==> config.mk <==
export PLATFORM = sky130hd
export DESIGN_NAME = exc_entry_ctrl
export DESIGN_NICKNAME = d
export VERILOG_FILES = /design/src/rtl/exc_pkg.sv /design/src/rtl/exc_prio.sv /design/src/rtl/exc_vector.sv /design/src/rtl/exc_ie_state.sv /design/src/rtl/exc_entry_ctrl.sv
export SDC_FILE = /design/constraint.sdc
export NUM_CORES = 1
export LEC_CHECK = 0
export BUFFER_PORTS_ARGS = -buffer_cell sky130_fd_sc_hd__clkbuf_2
export CAP_MARGIN = 20
export CORE_AREA = 2 2 122 124
export CTS_CLUSTER_SIZE = 10
export DETAILED_ROUTE_END_ITERATION = 10
export DIE_AREA = 0 0 124 126
export PLACE_DENSITY = 0.49
export SYNTH_ARGS = -nofsm -noshare
export SYNTH_HDL_FRONTEND = slang
export SYNTH_SLANG_ARGS = --single-unit
==> constraint.sdc <==
create_clock -name clk -period 7 [get_ports clk]
set_input_delay 1.75 -clock clk [delete_from_list [all_inputs] [get_ports clk]]
set_output_delay 1.75 -clock clk [all_outputs]
set_load 0.05 [all_outputs]
==> src/rtl/exc_pkg.sv <==
package exc_pkg;
  localparam int CAUSE_W  = 3;
  localparam int NUM_CAUSE = 1 << CAUSE_W;

  typedef enum logic [CAUSE_W-1:0] {
    CS_RESET = 3'd0,
    CS_BKPT  = 3'd1,
    CS_IBUS  = 3'd2,
    CS_WPT   = 3'd3,
    CS_DBUS  = 3'd4,
    CS_DIV0  = 3'd5,
    CS_IRQ   = 3'd6,
    CS_SCALL = 3'd7
  } cause_e;

  function automatic logic is_debug(input logic [CAUSE_W-1:0] c);
    return (c == CS_BKPT) || (c == CS_WPT);
  endfunction
endpackage

==> src/rtl/exc_prio.sv <==
module exc_prio
  import exc_pkg::*;
#(
  parameter int N = NUM_CAUSE,
  localparam int IW = $clog2(N)
) (
  input  logic [N-1:0]  req,
  output logic          any,
  output logic [IW-1:0] idx
);
  logic [N:0]   lower_any;
  logic [N-1:0] grant;

  assign lower_any[0] = 1'b0;

  genvar g;
  generate
    for (g = 0; g < N; g++) begin : g_chain
      assign grant[g]       = req[g] & ~lower_any[g];
      assign lower_any[g+1] = lower_any[g] | req[g];
    end
  endgenerate

  assign any = lower_any[N];

  always_comb begin
    idx = '0;
    for (int i = 0; i < N; i++) begin
      if (grant[i]) idx = idx | IW'(i);
    end
  end
endmodule

==> src/rtl/exc_vector.sv <==
module exc_vector #(
  parameter int XLEN    = 32,
  parameter int CAUSE_W = 3,
  parameter int VSHIFT  = 5,
  localparam int PADW   = XLEN - CAUSE_W - VSHIFT
) (
  input  logic [XLEN-1:0]    exc_base,
  input  logic [XLEN-1:0]    dbg_base,
  input  logic               remap_en,
  input  logic [CAUSE_W-1:0] cause,
  output logic [XLEN-1:0]    target
);
  logic [XLEN-1:0] base_sel;
  logic [XLEN-1:0] offset;

  assign base_sel = remap_en ? dbg_base : exc_base;
  assign offset   = {{PADW{1'b0}}, cause, {VSHIFT{1'b0}}};
  assign target   = base_sel + offset;
endmodule

==> src/rtl/exc_ie_state.sv <==
module exc_ie_state (
  input  logic       clk,
  input  logic       rst_n,
  input  logic       take,
  input  logic       take_dbg,
  input  logic       do_eret,
  input  logic       do_bret,
  input  logic       do_wr,
  input  logic [2:0] wdata,
  output logic       gie,
  output logic       eie,
  output logic       bie
);
  logic gie_d, eie_d, bie_d;
  logic upd;

  always_comb begin
    gie_d = gie;
    eie_d = eie;
    bie_d = bie;
    if (take) begin
      gie_d = 1'b0;
      if (take_dbg) bie_d = gie;
      else          eie_d = gie;
    end else if (do_eret) begin
      gie_d = eie;
    end else if (do_bret) begin
      gie_d = bie;
    end else if (do_wr) begin
      gie_d = wdata[0];
      eie_d = wdata[1];
      bie_d = wdata[2];
    end
  end

  assign upd = take | do_eret | do_bret | do_wr;

  always_ff @(posedge clk or negedge rst_n) begin
    if (!rst_n) begin
      gie <= 1'b0;
      eie <= 1'b0;
      bie <= 1'b0;
    end else if (upd) begin
      gie <= gie_d;
      eie <= eie_d;
      bie <= bie_d;
    end
  end
endmodule

==> src/rtl/exc_entry_ctrl.sv <==
module exc_entry_ctrl
  import exc_pkg::*;
#(
  parameter int XLEN    = 32,
  parameter int NUM_IRQ = 32,
  parameter int VSHIFT  = 5
) (
  input  logic               clk,
  input  logic               rst_n,
  input  logic [XLEN-1:0]    cur_pc,
  input  logic               req_bkpt,
  input  logic               req_ibus,
  input  logic               req_wpt,
  input  logic               req_dbus,
  input  logic               req_div0,
  input  logic               req_scall,
  input  logic [NUM_IRQ-1:0] irq_pending,
  input  logic [NUM_IRQ-1:0] irq_mask,
  input  logic [XLEN-1:0]    exc_base,
  input  logic [XLEN-1:0]    dbg_base,
  input  logic               remap_en,
  input  logic               eret,
  input  logic               bret,
  input  logic [XLEN-1:0]    ea_val,
  input  logic [XLEN-1:0]    ba_val,
  input  logic               ie_wr,
  input  logic [2:0]         ie_wdata,
  output logic               redirect,
  output logic [XLEN-1:0]    redirect_pc,
  output logic               exc_taken,
  output logic [CAUSE_W-1:0] exc_cause,
  output logic               ea_we,
  output logic               ba_we,
  output logic [XLEN-1:0]    link_pc,
  output logic               gie,
  output logic               eie,
  output logic               bie
);
  logic [NUM_CAUSE-1:0] req_vec;
  logic                 irq_ok;
  logic                 take_dbg;
  logic [XLEN-1:0]      vec_pc;
  logic                 do_eret, do_bret, do_wr;

  assign irq_ok = gie & (|(irq_pending & irq_mask));

  always_comb begin
    req_vec           = '0;
    req_vec[CS_BKPT]  = req_bkpt;
    req_vec[CS_IBUS]  = req_ibus;
    req_vec[CS_WPT]   = req_wpt;
    req_vec[CS_DBUS]  = req_dbus;
    req_vec[CS_DIV0]  = req_div0;
    req_vec[CS_IRQ]   = irq_ok;
    req_vec[CS_SCALL] = req_scall;
  end

  exc_prio #(.N(NUM_CAUSE)) u_prio (
    .req (req_vec),
    .any (exc_taken),
    .idx (exc_cause)
  );

  exc_vector #(.XLEN(XLEN), .CAUSE_W(CAUSE_W), .VSHIFT(VSHIFT)) u_vec (
    .exc_base (exc_base),
    .dbg_base (dbg_base),
    .remap_en (remap_en),
    .cause    (exc_cause),
    .target   (vec_pc)
  );

  assign take_dbg = is_debug(exc_cause);
  assign do_eret  = ~exc_taken & eret;
  assign do_bret  = ~exc_taken & ~eret & bret;
  assign do_wr    = ~exc_taken & ~eret & ~bret & ie_wr;

  exc_ie_state u_ie (
    .clk      (clk),
    .rst_n    (rst_n),
    .take     (exc_taken),
    .take_dbg (take_dbg),
    .do_eret  (do_eret),
    .do_bret  (do_bret),
    .do_wr    (do_wr),
    .wdata    (ie_wdata),
    .gie      (gie),
    .eie      (eie),
    .bie      (bie)
  );

  assign ea_we    = exc_taken & ~take_dbg;
  assign ba_we    = exc_taken &  take_dbg;
  assign link_pc  = cur_pc;
  assign redirect = exc_taken | eret | bret;

  always_comb begin
    if (exc_taken)    redirect_pc = vec_pc;
    else if (eret)    redirect_pc = ea_val;
    else              redirect_pc = ba_val;
  end
endmodule

---- Yosys cells after proc, flatten, opt, wreduce, memory -nomap -nowiden ----
Index checks and enable logic that the tools add are counted.
word-level totals
  flip-flop bits (word level) ............. 3
  bits in latches ......................... 0
  memory bits (writable) .................. 0
  memory bits (read-only) ................. 0
  input port bits ......................... 239
  output and inout bits ................... 74
  logic and storage cells ................. 77
  memories kept ........................... 0
operators by class
  add/sub/neg operators ................... 1
  $mul .................................... 0
  divide/modulo/power cells ............... 0
  order comparisons ....................... 0
  eq/ne operators ......................... 6
  shifts and indexed selects .............. 0
  multiplexer cells ....................... 24
  bitwise operators ....................... 36
  reduce and logical (&&, ||, !) cells .... 7
operator list
  cell                number
  $mux 32             3
  $add 32x8->32       1
  $and 32x32->32      1
  $reduce_or 32->1    1
  $mux 1              15
  $and 1x1->1         14
  $mux 3              4
  $or 1x1->1          11
  $not 1->1           10
  $reduce_and 5->1    2
  $ne 2x2->1 const B  3
  $mux 2              2
  $reduce_bool 4->1   1
  $eq 3x1->1 const B  1
  $eq 3x2->1 const B  1
  $ne 2x1->1 const B  1
  $reduce_and 2->1    1
  $reduce_bool 2->1   1
  $logic_or 1x1->1    1

---- Depth between registers and ports, before layout ----
Gate-level depths: netlist of run 1.
  word-level depth ........................ 14
  mapped depth ............................ 15
  depth with buffers taken out ............ 14

---- Hierarchy ----
From an unflattened synthesis of run 1, not the netlist that was laid out.
second synthesis, totals
  cells, all modules ...................... 349
  area, all modules ....................... 2561.2 um2
modules (own cells, without submodules)
  module          instances  cells each  area each (um2)  seq. area each (um2)
  exc_vector      1          147         1169.9           0.0
  exc_entry_ctrl  1          169         1127.3           0.0
  exc_ie_state    1          19          181.4            75.1
  exc_prio        1          14          82.6             0.0

---- Worst setup path after synthesis of run 1 ----
No wires, ideal clock.
  path type ............................... input-to-output
  start ................................... input port irq_pending[3]
  end ..................................... output port redirect_pc[25]
  arrival time ............................ 6077 ps
  required time ........................... 5250 ps
  slack ................................... -827 ps
  stages on the path ...................... 15
  path buffers ............................ 1
  path through ............................ a22oi_1 -> nand4_1 -> o41ai_4 -> a21oi_1 -> nor2_1 -> nor2_1 -> o21bai_1 -> ha_1 -> fa_1 -> inv_1 -> a221oi_1 -> clkbuf_1 -> o21ai_0 -> xnor2_1 -> o21ai_0
between the ends
  word-level cells in the longest chain between the ends .. 9
  elaborated cells between the ends (all ways) .. 12
  those cells by class .................... 1 x add/sub; 3 x mux; 7 x bitwise; 1 x reduce/logical
RTL lines
  item              RTL line              RTL
  start, declared   exc_entry_ctrl.sv:17  input logic [NUM_IRQ-1:0] irq_pending,
  $and 32x32->32    exc_entry_ctrl.sv:45  assign irq_ok = gie & (|(irq_pending & irq_mask));
  $reduce_or 32->1  exc_entry_ctrl.sv:45
  $and 1x1->1       exc_entry_ctrl.sv:45
  $or 1x1->1        exc_prio.sv:20        assign lower_any[g+1] = lower_any[g] | req[g];
  $not 1->1         exc_prio.sv:19        assign grant[g] = req[g] & ~lower_any[g];
  $and 1x1->1       exc_prio.sv:19
  $mux 3            exc_prio.sv:29        if (grant[i]) idx = idx | IW'(i);
  net exc_cause[0]  exc_entry_ctrl.sv:31  output logic [CAUSE_W-1:0] exc_cause,
  $add 32x8->32     exc_vector.sv:18      assign target = base_sel + offset;
  $mux 32           exc_entry_ctrl.sv:97  if (exc_taken) redirect_pc = vec_pc;
  end, declared     exc_entry_ctrl.sv:29  output logic [XLEN-1:0] redirect_pc,
The timed path passes the listed nets, and every way through them passes these cells.

---- Worst setup path in the final report of run 1 ----
  start ................................... input port irq_pending[13]
  end ..................................... output port redirect_pc[13]
between the ends
  word-level cells in the longest chain between the ends .. 9
  elaborated cells between the ends (all ways) .. 12
  those cells by class .................... 1 x add/sub; 3 x mux; 7 x bitwise; 1 x reduce/logical
RTL lines
  item                  RTL line
  $and 32x32->32 (*)    exc_entry_ctrl.sv:45
  $reduce_or 32->1 (*)  exc_entry_ctrl.sv:45
  $and 1x1->1 (*)       exc_entry_ctrl.sv:45
  $or 1x1->1            exc_prio.sv:20
  $not 1->1             exc_prio.sv:19
  $and 1x1->1           exc_prio.sv:19
  $mux 3                exc_prio.sv:29
  $add 32x8->32         exc_vector.sv:18
  $mux 32 (*)           exc_entry_ctrl.sv:97
Every way passes the cells marked *; elsewhere a longest branch is shown, timed or not.

==> results of run 1 <==
## state kept, by name, indices dropped and copies added, names as in the netlist
| register | count |
|---|---|
| u_ie.bie | 1 |
| u_ie.eie | 1 |
| u_ie.gie | 1 |
## cells in the final DEF (no fill, tap or decap), types with 2 or more instances in the layout
cell,n
a211oi_1,11
a21oi_1,19
a221oi_2,2
a22oi_1,16
buf_12,6
buf_4,9
clkbuf_16,3
clkbuf_2,243
dfrtp_1,3
ha_1,2
inv_1,5
mux2_2,24
mux2i_1,30
nand2_1,28
nand3_1,10
nand3b_1,3
nand4_1,8
nand4b_1,2
nor2_1,16
nor2b_1,13
nor3_1,5
nor4_4,2
o211ai_1,3
o21ai_0,6
o21ai_1,11
o21ai_2,10
o21bai_1,4
o22ai_1,2
xnor2_1,22
## Yosys cell counts (5+ instances only)
| cell type | n | area [um2] |
|---|---|---|
| a211oi_1 | 11 | 82.6 |
| a21oi_1 | 19 | 95.1 |
| a22oi_1 | 16 | 120 |
| buf_2 | 6 | 30.0 |
| buf_4 | 32 | 240 |
| clkbuf_1 | 9 | 33.8 |
| inv_1 | 5 | 18.8 |
| mux2_2 | 24 | 270 |
| mux2i_1 | 30 | 300 |
| nand2_1 | 28 | 105 |
| nand3_1 | 10 | 50.1 |
| nand4_1 | 8 | 50.1 |
| nor2_1 | 16 | 60.1 |
| nor2b_1 | 13 | 81.3 |
| nor3_1 | 5 | 25.0 |
| o21ai_0 | 22 | 110 |
| o21ai_1 | 5 | 25.0 |
| o21bai_1 | 5 | 37.5 |
| xnor2_1 | 22 | 193 |
## cell families (layout without fill, tap and decap cells)
kind of cell    after synthesis  count (layout)  synth area share, %
compound gates               95              95                 26.1
xor+xnor                     23              23                 8.35
fa+ha+maj                     3               3                 1.87
buf+inv                      58             268                 14.9
flops                         3               3                 3.11
mux                          55              55                 24.2
simple gates                 94              94                 21.4
## final timing paths
kind | start | end | slack (ns) | cells after the start
worst min-delay path | u_ie.bie | u_ie.bie | 0.55 | 2
min in group asynchronous | rst_n | u_ie.gie | 1.32 | 1
worst max register to register | u_ie.gie | u_ie.eie | 4.75 | 7
worst max-delay path | irq_pending[13] | redirect_pc[13] | 0.48 | 15
max in group asynchronous | rst_n | u_ie.eie | 5.57 | 1
worst min register to register | u_ie.bie | u_ie.bie | 0.55 | 2
## final cells by class
| cell class | count | area, um2 |
|---|---|---|
| fill | 1639 | 10500 |
| inverter | 6 | 22.5 |
| timing repair buffer | 258 | 1400 |
| sequential | 3 | 75.1 |
| multi-input combinational | 270 | 2030 |
| clock buffer | 4 | 78.8 |
| tap | 184 | 230 |
## layer usage
layer	wire length [um]	GRT usage [%]	up-vias
met2	6130	27.9	175
met1	4700	16.2	1412
li1	-	-	1622
met3	1210	3.26	8
met5	0	0	-
met4	95	2.25	0
## stage by stage
stage	cells	area, um2	hold WS, ns
6_report	725	3840	0.549
5_1_grt	725	3840	0.609
4_1_cts	724	3820	0.553
3_5_place_dp	720	3740	0.542
3_3_place_gp	720	3740	0.542
2_1_floorplan	331	2450	0.780
## critical path: stages
cell      delay, ns
clkbuf_2       0.08
a22oi_1        0.19
nand4_1        0.18
o41ai_4        0.42
a211oi_1       0.12
nor3_1         0.14
nor2_1         0.11
fa_1           0.41
inv_1          0.14
a221oi_2       0.08
buf_4          0.21
or2_2          0.32
a221oi_1       0.24
o22ai_1        0.12
clkbuf_2       0.24
## power breakdown
part | total [uW] | switching (uW) | leakage (uW) | internal [uW]
Combinational | 293 | 177 | 0.00183 | 115
Sequential | 19.5 | 0.856 | 0.0000389 | 18.6
Clock | 90.6 | 15.5 | 0.0000382 | 75.1
==> metrics.md, run 1 <==
| Metric | Value |
|---|---|
| Global-route wire length before repair | 17300 um |
| Post-synthesis cell type count | 50 |
| Yosys Warn Count | 0 |
| Vias | 3217 |
| Post-synth EDFFs | 0 |
| Via density | between 4 and 5 |
| Slew Viols, Final | 0 |
| Initial antenna violation count | 0 |
| CTS tree | yes |
| Layout cell share with drive strength beyond 1 | a little under three fifths |
| Crit Path Max Fanout | 12 |
| Place WS | between 0.4 and 0.5 ns |
| Ports | between 300 and 400 |
| Post-Syn Instances | between 300 and 400 |
| Number of global-route vias before repair | between 3000 and 4000 |
| Area growth from synthesis to layout | 59.0% |
| WL final | 12100 um |
| Unrepaired setup endpoints after global routing | false |
| Die Ht | roughly 130 um |
| H-Tree Depth | 1 |
| Peak VDD IR | 0.0000545 V |
| LEAKAGE | ~0.0019 uW |
| Status | complete, no violations |
| Total power draw | a little over 400 uW |
| GRT Total Usage | 14.5% |
| CTS Buf Count | 3 |
| Crit path capture type | output pin |
| Clock skew | ~0.00033 ns |
| Final hold vios | 0 |
| Synthesized area | between 2000 and 2500 um2 |
| CTS Sinks | 3 |
| Core box area | between 10000 and 15000 um2 |
| PwrDens | 105 nW/um2 |
| Detailed-router iteration count before antenna repair | 4 |
| Type of origin of the critical path | input pin |
| Drt first-iter violations | 86 |
| Clk slew on worst S/H paths | roughly 0.03 ns |
| Worst hold path class | reg2reg |
| Wire per inst | 16.8 um |
| Worst Slack Setup Final | 0.483 ns |
| DR DRC count | 0 |
| Setup TNS | 0 ns |
| Worst slew pin tran | 0.727 ns |
| Post-CTS Resized | 0 |
| Ant. Diodes | 0 |
| Worst-Skew Late Latency | roughly 0.22 ns |
| Final Util | around 27% |
| CTS Root Cell | clkbuf_16 |
| Clk buf depth | 2 |
| Final setup fails | 0 |
| Routability cong. | ~0.79 |
| Peak Freq | 0.153 GHz |
| Syn_nets | approximately 570 |
| Max_slew headroom | about 50% |
| Dpl hpwl | about 10000 um |
| Top FF cell, synth | dfrtp_1 |
| Post-CTS Setup Bufs | 0 |
| Die Wd | between 100 and 150 um |
| Row Count | 44 |
| #FFs+latches synth | 3 |
| Maximum number of pins on one net before global-route repair | 64 |
| # hold bufs at CTS | 0 |
| Period utilization | ~93% |
| Congestion Overflow GR | 0 |
| Maxcap violations | 0 |
| Starting Density | between 10% and 20% |
| Async S/R FF share, synth | 100% |
| Critical Path RT | approximately 5.3 ns |
| Crit path kind | in2out |
| Crit path time final | 6.52 ns |
| Die Area | ~16000 um2 |
| Sequential share of the synthesized area | under 10% |
| Syn_area_per_cell | 7.29 um2 |
| Antenna viol nets, final | 0 |
| CP arrival | ~4.8 ns |
| Final nets | just under 800 |
| IO Port Bufs | 248 |
Note: power is estimated with default switching activity, not from simulation.
==> run 2: changes to the inputs <==
Settings changed: CELL_PAD_IN_SITES_DETAIL_PLACEMENT set to 1, CELL_PAD_IN_SITES_GLOBAL_PLACEMENT set to 1, CORE_AREA 2 2 122 124 to 2 2 120 122, DIE_AREA 0 0 124 126 to 0 0 122 124, PLACE_DENSITY 0.49 to 0.76.
==> run 2 against run 1 <==
  * First-iteration DRC count down 1.2%
  * Sequential share of layout area about the same
  * Clock skew about the same
  * Non-clock buffer count up 1
  * Critical endpoint unchanged
  * Largest power group unchanged
  * Highest routed layer unchanged
==> metrics.md, run 2 (synthesis gave the netlist of run 1 again) <==
| Metric | Value |
|---|---|
| Status | complete, no violations |
| Die Ht | roughly 120 um |
| Most common cell on crit path | clkbuf_2 |
| Final instance area | around 3900 um2 |
| Crit Path Max Fanout | 12 |
| Clk slew on worst S/H paths | roughly 0.030 ns |
| Final setup fails | 0 |
| Row Count | 43 |
| Peak VDD IR | 0.0000522 V |
| Maxcap violations | 0 |
| Die Area | ~15000 um2 |
| Crit path time final | approximately 6.8 ns |
| Antenna viol nets, final | 0 |
| # hold bufs at CTS | 0 |
| Critical Path RT | about 5.3 ns |
| Die Wd | approximately 120 um |
| Period utilization | between 90 and 100% |
| H-Tree Depth | 1 |
| Biggest regs | u_ie.bie x1, u_ie.eie x1, u_ie.gie x1 |
| Routability cong. | 0.766 |
| Post-CTS Resized | 0 |
| Congestion Overflow GR | 0 |
| Initial antenna violation count | 0 |
| Worst-Skew Late Latency | 0.22 ns |
| Area growth from synthesis to layout | 61.5% |
| Drt first-iter violations | between 80 and 90 |
| Via density | 4.66 |
| Final nets | a little under 800 |
| Finished Layout Cells | roughly 720 |
| IO Port Bufs | about 250 |
| Peak Freq | 0.147 GHz |
| Leading cell type in the layout, fill and taps excluded | clkbuf_2 |
| Crit path capture type | output pin |
| Clock skew | around 0.00024 ns |
| CTS Sinks | 3 |
| Placed cell count | 717 |
| Type of origin of the critical path | input pin |
| Place WS | ~0.22 ns |
| Crit path kind | in2out |
| CP max stage cell | o41ai_4 |
| Worst hold path class | reg2reg |
| Unrepaired setup endpoints after global routing | false |
| Number of global-route vias before repair | 3470 |
| Maximum number of pins on one net before global-route repair | 64 |
| Ports | 313 |
| GRT Total Usage | 15.2% |
| Ant. Diodes | 0 |
| Crit-path cells | clkbuf_2 > a22oi_1 > nand4_1 > o41ai_4 > a211oi_1 > nor3_1 > nor2_1 > fa_1 > inv_1 > a221oi_2 > buf_4 > or2_2 > a221oi_1 > o22ai_1 > clkbuf_2 |
| Worst slew pin tran | about 0.73 ns |
| CTS tree | yes |
| Dpl hpwl | approximately 11000 um |
| Total power draw | 414 uW |
| WL final | 12600 um |
| CTS Root Cell | clkbuf_16 |
| Starting Density | 17.6% |
| Slew Viols, Final | 0 |
| Setup TNS | 0 ns |
| PwrDens | about 110 nW/um2 |
| Core box area | between 10000 and 15000 um2 |
| Clk buf depth | 2 |
| Layout cell share with drive strength beyond 1 | 56.5% |
| Final hold vios | 0 |
| Detailed-router iteration count before antenna repair | 4 |
| CP arrival | approximately 5.0 ns |
| CTS Buf Count | 3 |
| CP peak stage delay | a little under 0.6 ns |
| Placed cell area | about 3800 um2 |
| FILL cells | roughly 1800 |
| Worst Slack Setup Final | 0.218 ns |
| Global-route wire length before repair | 17800 um |
| Most frequent cells in the layout | clkbuf_2, mux2i_1, nand2_1 |
| DR DRC count | 0 |
| Vias | ~3400 |
| LEAKAGE | a little under 0.002 uW |
| Wire per inst | between 15 and 20 um |
| Post-CTS Setup Bufs | 0 |
| Max_slew headroom | roughly half |
## run 2: cell types whose count changed in the layout (fill, tap and decap cells not counted)
cell / before / now
buf_12: 6 / 10
clkbuf_2: 243 / 240
## run 2: power by group
group / internal (uW) / switching (uW)
clock: 75.2 / 16.1
sequential: 18.6 / 0.855
combinational: 124 / 180
## run 2: critical path: cells and delay by family
| family | cells | cell delay [ns] |
|---|---|---|
| AOI/OAI and AO/OA | 6 | 1.38 |
| adders and majority gates | 1 | 0.42 |
| buffers and inverters | 4 | 0.67 |
| and+or+nand+nor | 4 | 0.79 |
## run 2: stage by stage
step                      utilization (%)  hold slack, ns
after detailed placement             27.7           0.547
after global placement               27.7           0.545
after floorplan                         -           0.780
after global routing                 28.4           0.559
final                                28.4           0.553
after CTS                            28.3           0.551
## run 2: worst paths after layout
check | start | to | slack, ns | cells after the start
worst max-delay path | irq_pending[14] | redirect_pc[13] | 0.22 | 15
worst min-delay path | u_ie.bie | u_ie.bie | 0.55 | 2
worst max register to register | u_ie.gie | u_ie.eie | 4.84 | 6
worst min register to register | u_ie.bie | u_ie.bie | 0.55 | 2
max in group asynchronous | rst_n | u_ie.eie | 5.57 | 1
min in group asynchronous | rst_n | u_ie.gie | 1.32 | 1
## run 2: metal layers
metal | GRT usage [%] | wire length [um] | part of all wire (%)
met5 | 0 | 0 | 0
met4 | 2.08 | 121 | 0.96
met3 | 3.57 | 1130 | 9.0
met2 | 31.9 | 6880 | 55
met1 | 15.4 | 4440 | 35
## run 2: area by class of cell
cell class / instances / area [um2] / share of cell area (%)
inverter: 6 / 22.5 / 0.578
clock buffer: 4 / 78.8 / 2.02
multi-input combinational: 270 / 2030 / 52.0
tap: 180 / 225 / 5.78
sequential: 3 / 75.1 / 1.93
timing repair buffer: 259 / 1470 / 37.7
==> run 3: changes to the inputs <==
Settings changed: SETUP_SLACK_MARGIN set to 0.4.
==> run 3 against run 2 <==
  * Non-clock buffer count up 6
  * Clock power barely moved
  * Critical path type unchanged
  * Sequential power barely moved
  * Largest cell class unchanged
  * Flip-flop and latch count unchanged
  * Critical endpoint is now redirect_pc[20]
==> metrics.md, run 3 (synthesis gave the netlist of run 1 again) <==
| Metric | Value |
|---|---|
| Die Wd | around 120 um |
| Crit path time final | 6.51 ns |
| Die Ht | 124 um |
| Status | complete, no violations |
| Peak Freq | ~0.15 GHz |
| Clk slew on worst S/H paths | roughly 0.03 ns |
| Crit Path Max Fanout | 7 |
| Final nets | between 700 and 800 |
| Critical Path RT | ~5.3 ns |
| PwrDens | just over 100 nW/um2 |
| Period utilization | between 90% and 100% |
| CP arrival | about 4.8 ns |
| Ant. Diodes | 0 |
| Worst-Skew Late Latency | between 0.2 and 0.25 ns |
| CP Launch Point | irq_pending[7] |
| Reg2reg path depth | 8 |
| Routability cong. | roughly 0.8 |
| IO Port Bufs | around 250 |
| DR DRC count | 0 |
| Final setup fails | 0 |
| Vias | 3393 |
| Final hold vios | 0 |
| Maximum number of pins on one net before global-route repair | 38 |
| Biggest regs | u_ie.bie x1, u_ie.eie x1, u_ie.gie x1 |
| Worst Slack Setup Final | about 0.49 ns |
| Clk buf depth | 2 |
| Worst slew pin tran | roughly 0.67 ns |
| Max_slew headroom | 54.1% |
| CP max stage cell | o41ai_4 |
| Peak VDD IR | ~0.000056 V |
| CTS Root Cell | clkbuf_16 |
| Crit-path cells | clkbuf_2 > a22oi_2 > nand4_1 > o41ai_4 > a211oi_2 > nor3_2 > nor2_2 > ha_1 > a21oi_2 > o21a_1 > a21oi_2 > buf_6 > a31oi_1 > or3b_1 > o21ai_2 > buf_12 |
| Ports | about 310 |
| Detailed-router iteration count before antenna repair | 4 |
| Leading cell type in the layout, fill and taps excluded | clkbuf_2 |
| CTS tree | yes |
| Multi-input gate area | around 2400 um2 |
| Worst hold path class | reg2reg |
| Wire per inst | around 18 um |
| Initial antenna violation count | 0 |
| CTS Sinks | 3 |
| Layout cell share with drive strength beyond 1 | 64.2% |
| Dpl hpwl | 11200 um |
| Antenna viol nets, final | 0 |
| CTS Buf Count | 3 |
| Starting Density | between 15 and 20% |
| Slew Viols, Final | 0 |
| Most frequent cells in the layout | clkbuf_2, mux2i_1, nand2_1 |
| Maxcap violations | 0 |
| R2r setup slk | 4.91 ns |
| Unrepaired setup endpoints after global routing | true |
| Die Area | around 15000 um2 |
| Crit path kind | in2out |
| Global-route wire length before repair | approximately 18000 um |
| GRT Total Usage | roughly 16% |
| Crit path capture type | output pin |
| CP peak stage delay | 0.48 ns |
| H-Tree Depth | 1 |
| Drt first-iter violations | 79 |
| Area growth from synthesis to layout | 79.7% |
| Setup TNS | 0 ns |
| Crit path capture | redirect_pc[20] |
| Congestion Overflow GR | 0 |
| Place WS | 0.229 ns |
| WL final | 13100 um |
| Type of origin of the critical path | input pin |
| FILL cells | 1740 |
| Most common cell on crit path | a21oi_2 |
| Number of global-route vias before repair | between 3000 and 4000 |
| Clock skew | ~0.0022 ns |
| Reg2Reg Launch Point | u_ie.gie |
| Seq. cell area | around 75 um2 |
| LEAKAGE | ~0.0021 uW |
| Core box area | 13700 um2 |
| Reg-to-reg endpoint | u_ie.eie |
| Row Count | 43 |
| Via density | 4.66 |
run 3: how the worst min path moves through the flow:
stage / cells after the start / startpoint / endpoint / slack, ns
after floorplan: 2 / u_ie.bie / u_ie.bie / 0.78
after global placement: 2 / u_ie.eie / u_ie.gie / 0.55
after detailed placement: 2 / u_ie.eie / u_ie.gie / 0.56
after CTS: 2 / u_ie.bie / u_ie.bie / 0.58
after global routing: 2 / u_ie.bie / u_ie.bie / 0.59
final: 2 / u_ie.bie / u_ie.bie / 0.57
run 3: final cells by class:
| type | instances | share of cell area [%] |
|---|---|---|
| clock buffers | 4 | 1.82 |
| multi-input cells | 270 | 55.2 |
| well taps | 180 | 5.19 |
| inverters | 6 | 0.519 |
| repair buffers | 265 | 35.6 |
| flip-flops and latches | 3 | 1.73 |
run 3: repair_timing:
item,4_1_cts,5_1_grt
pin swaps,2,24
buffers inserted,1,2
endpoints found under the setup margin,10,23
gates cloned,0,1
gates resized for setup,7,67
hold buffers,0,0
run 3: worst max-delay path, delay by kind of cell:
kind            cells  cell delay, ns
compound gates      8            1.40
fa+ha+maj           1            0.30
buf+inv             3            0.44
simple gates        4            0.86
run 3: per-stage QoR:
step                instances  area, um2  utilization [%]  hold WS [ns]  power (uW)
global placement          719       3970             28.9         0.555         332
detailed placement        719       3970             28.9         0.562         336
global route              728       4340             31.6         0.594         475
CTS                       724       4090             29.8         0.585         431
finish                    728       4340             31.6         0.574         448
floorplan                 331       2650                -         0.780         260
run 3: layer usage:
| metal | track usage, % | vias up | wire, um | part of all wire, % |
|---|---|---|---|---|
| li1 | - | 1627 | - | - |
| met1 | 16.0 | 1571 | 4560 | 35 |
| met2 | 32.4 | 181 | 7250 | 55 |
| met3 | 3.25 | 14 | 1120 | 8.6 |
| met4 | 2.73 | 0 | 161 | 1.2 |
| met5 | 0 | - | 0 | 0 |
run 3: where the power goes:
part	internal [uW]	switching [uW]
Sequential	18.6	1.01
Combinational	141	195
Clock	75.2	16.3
Total	235	213
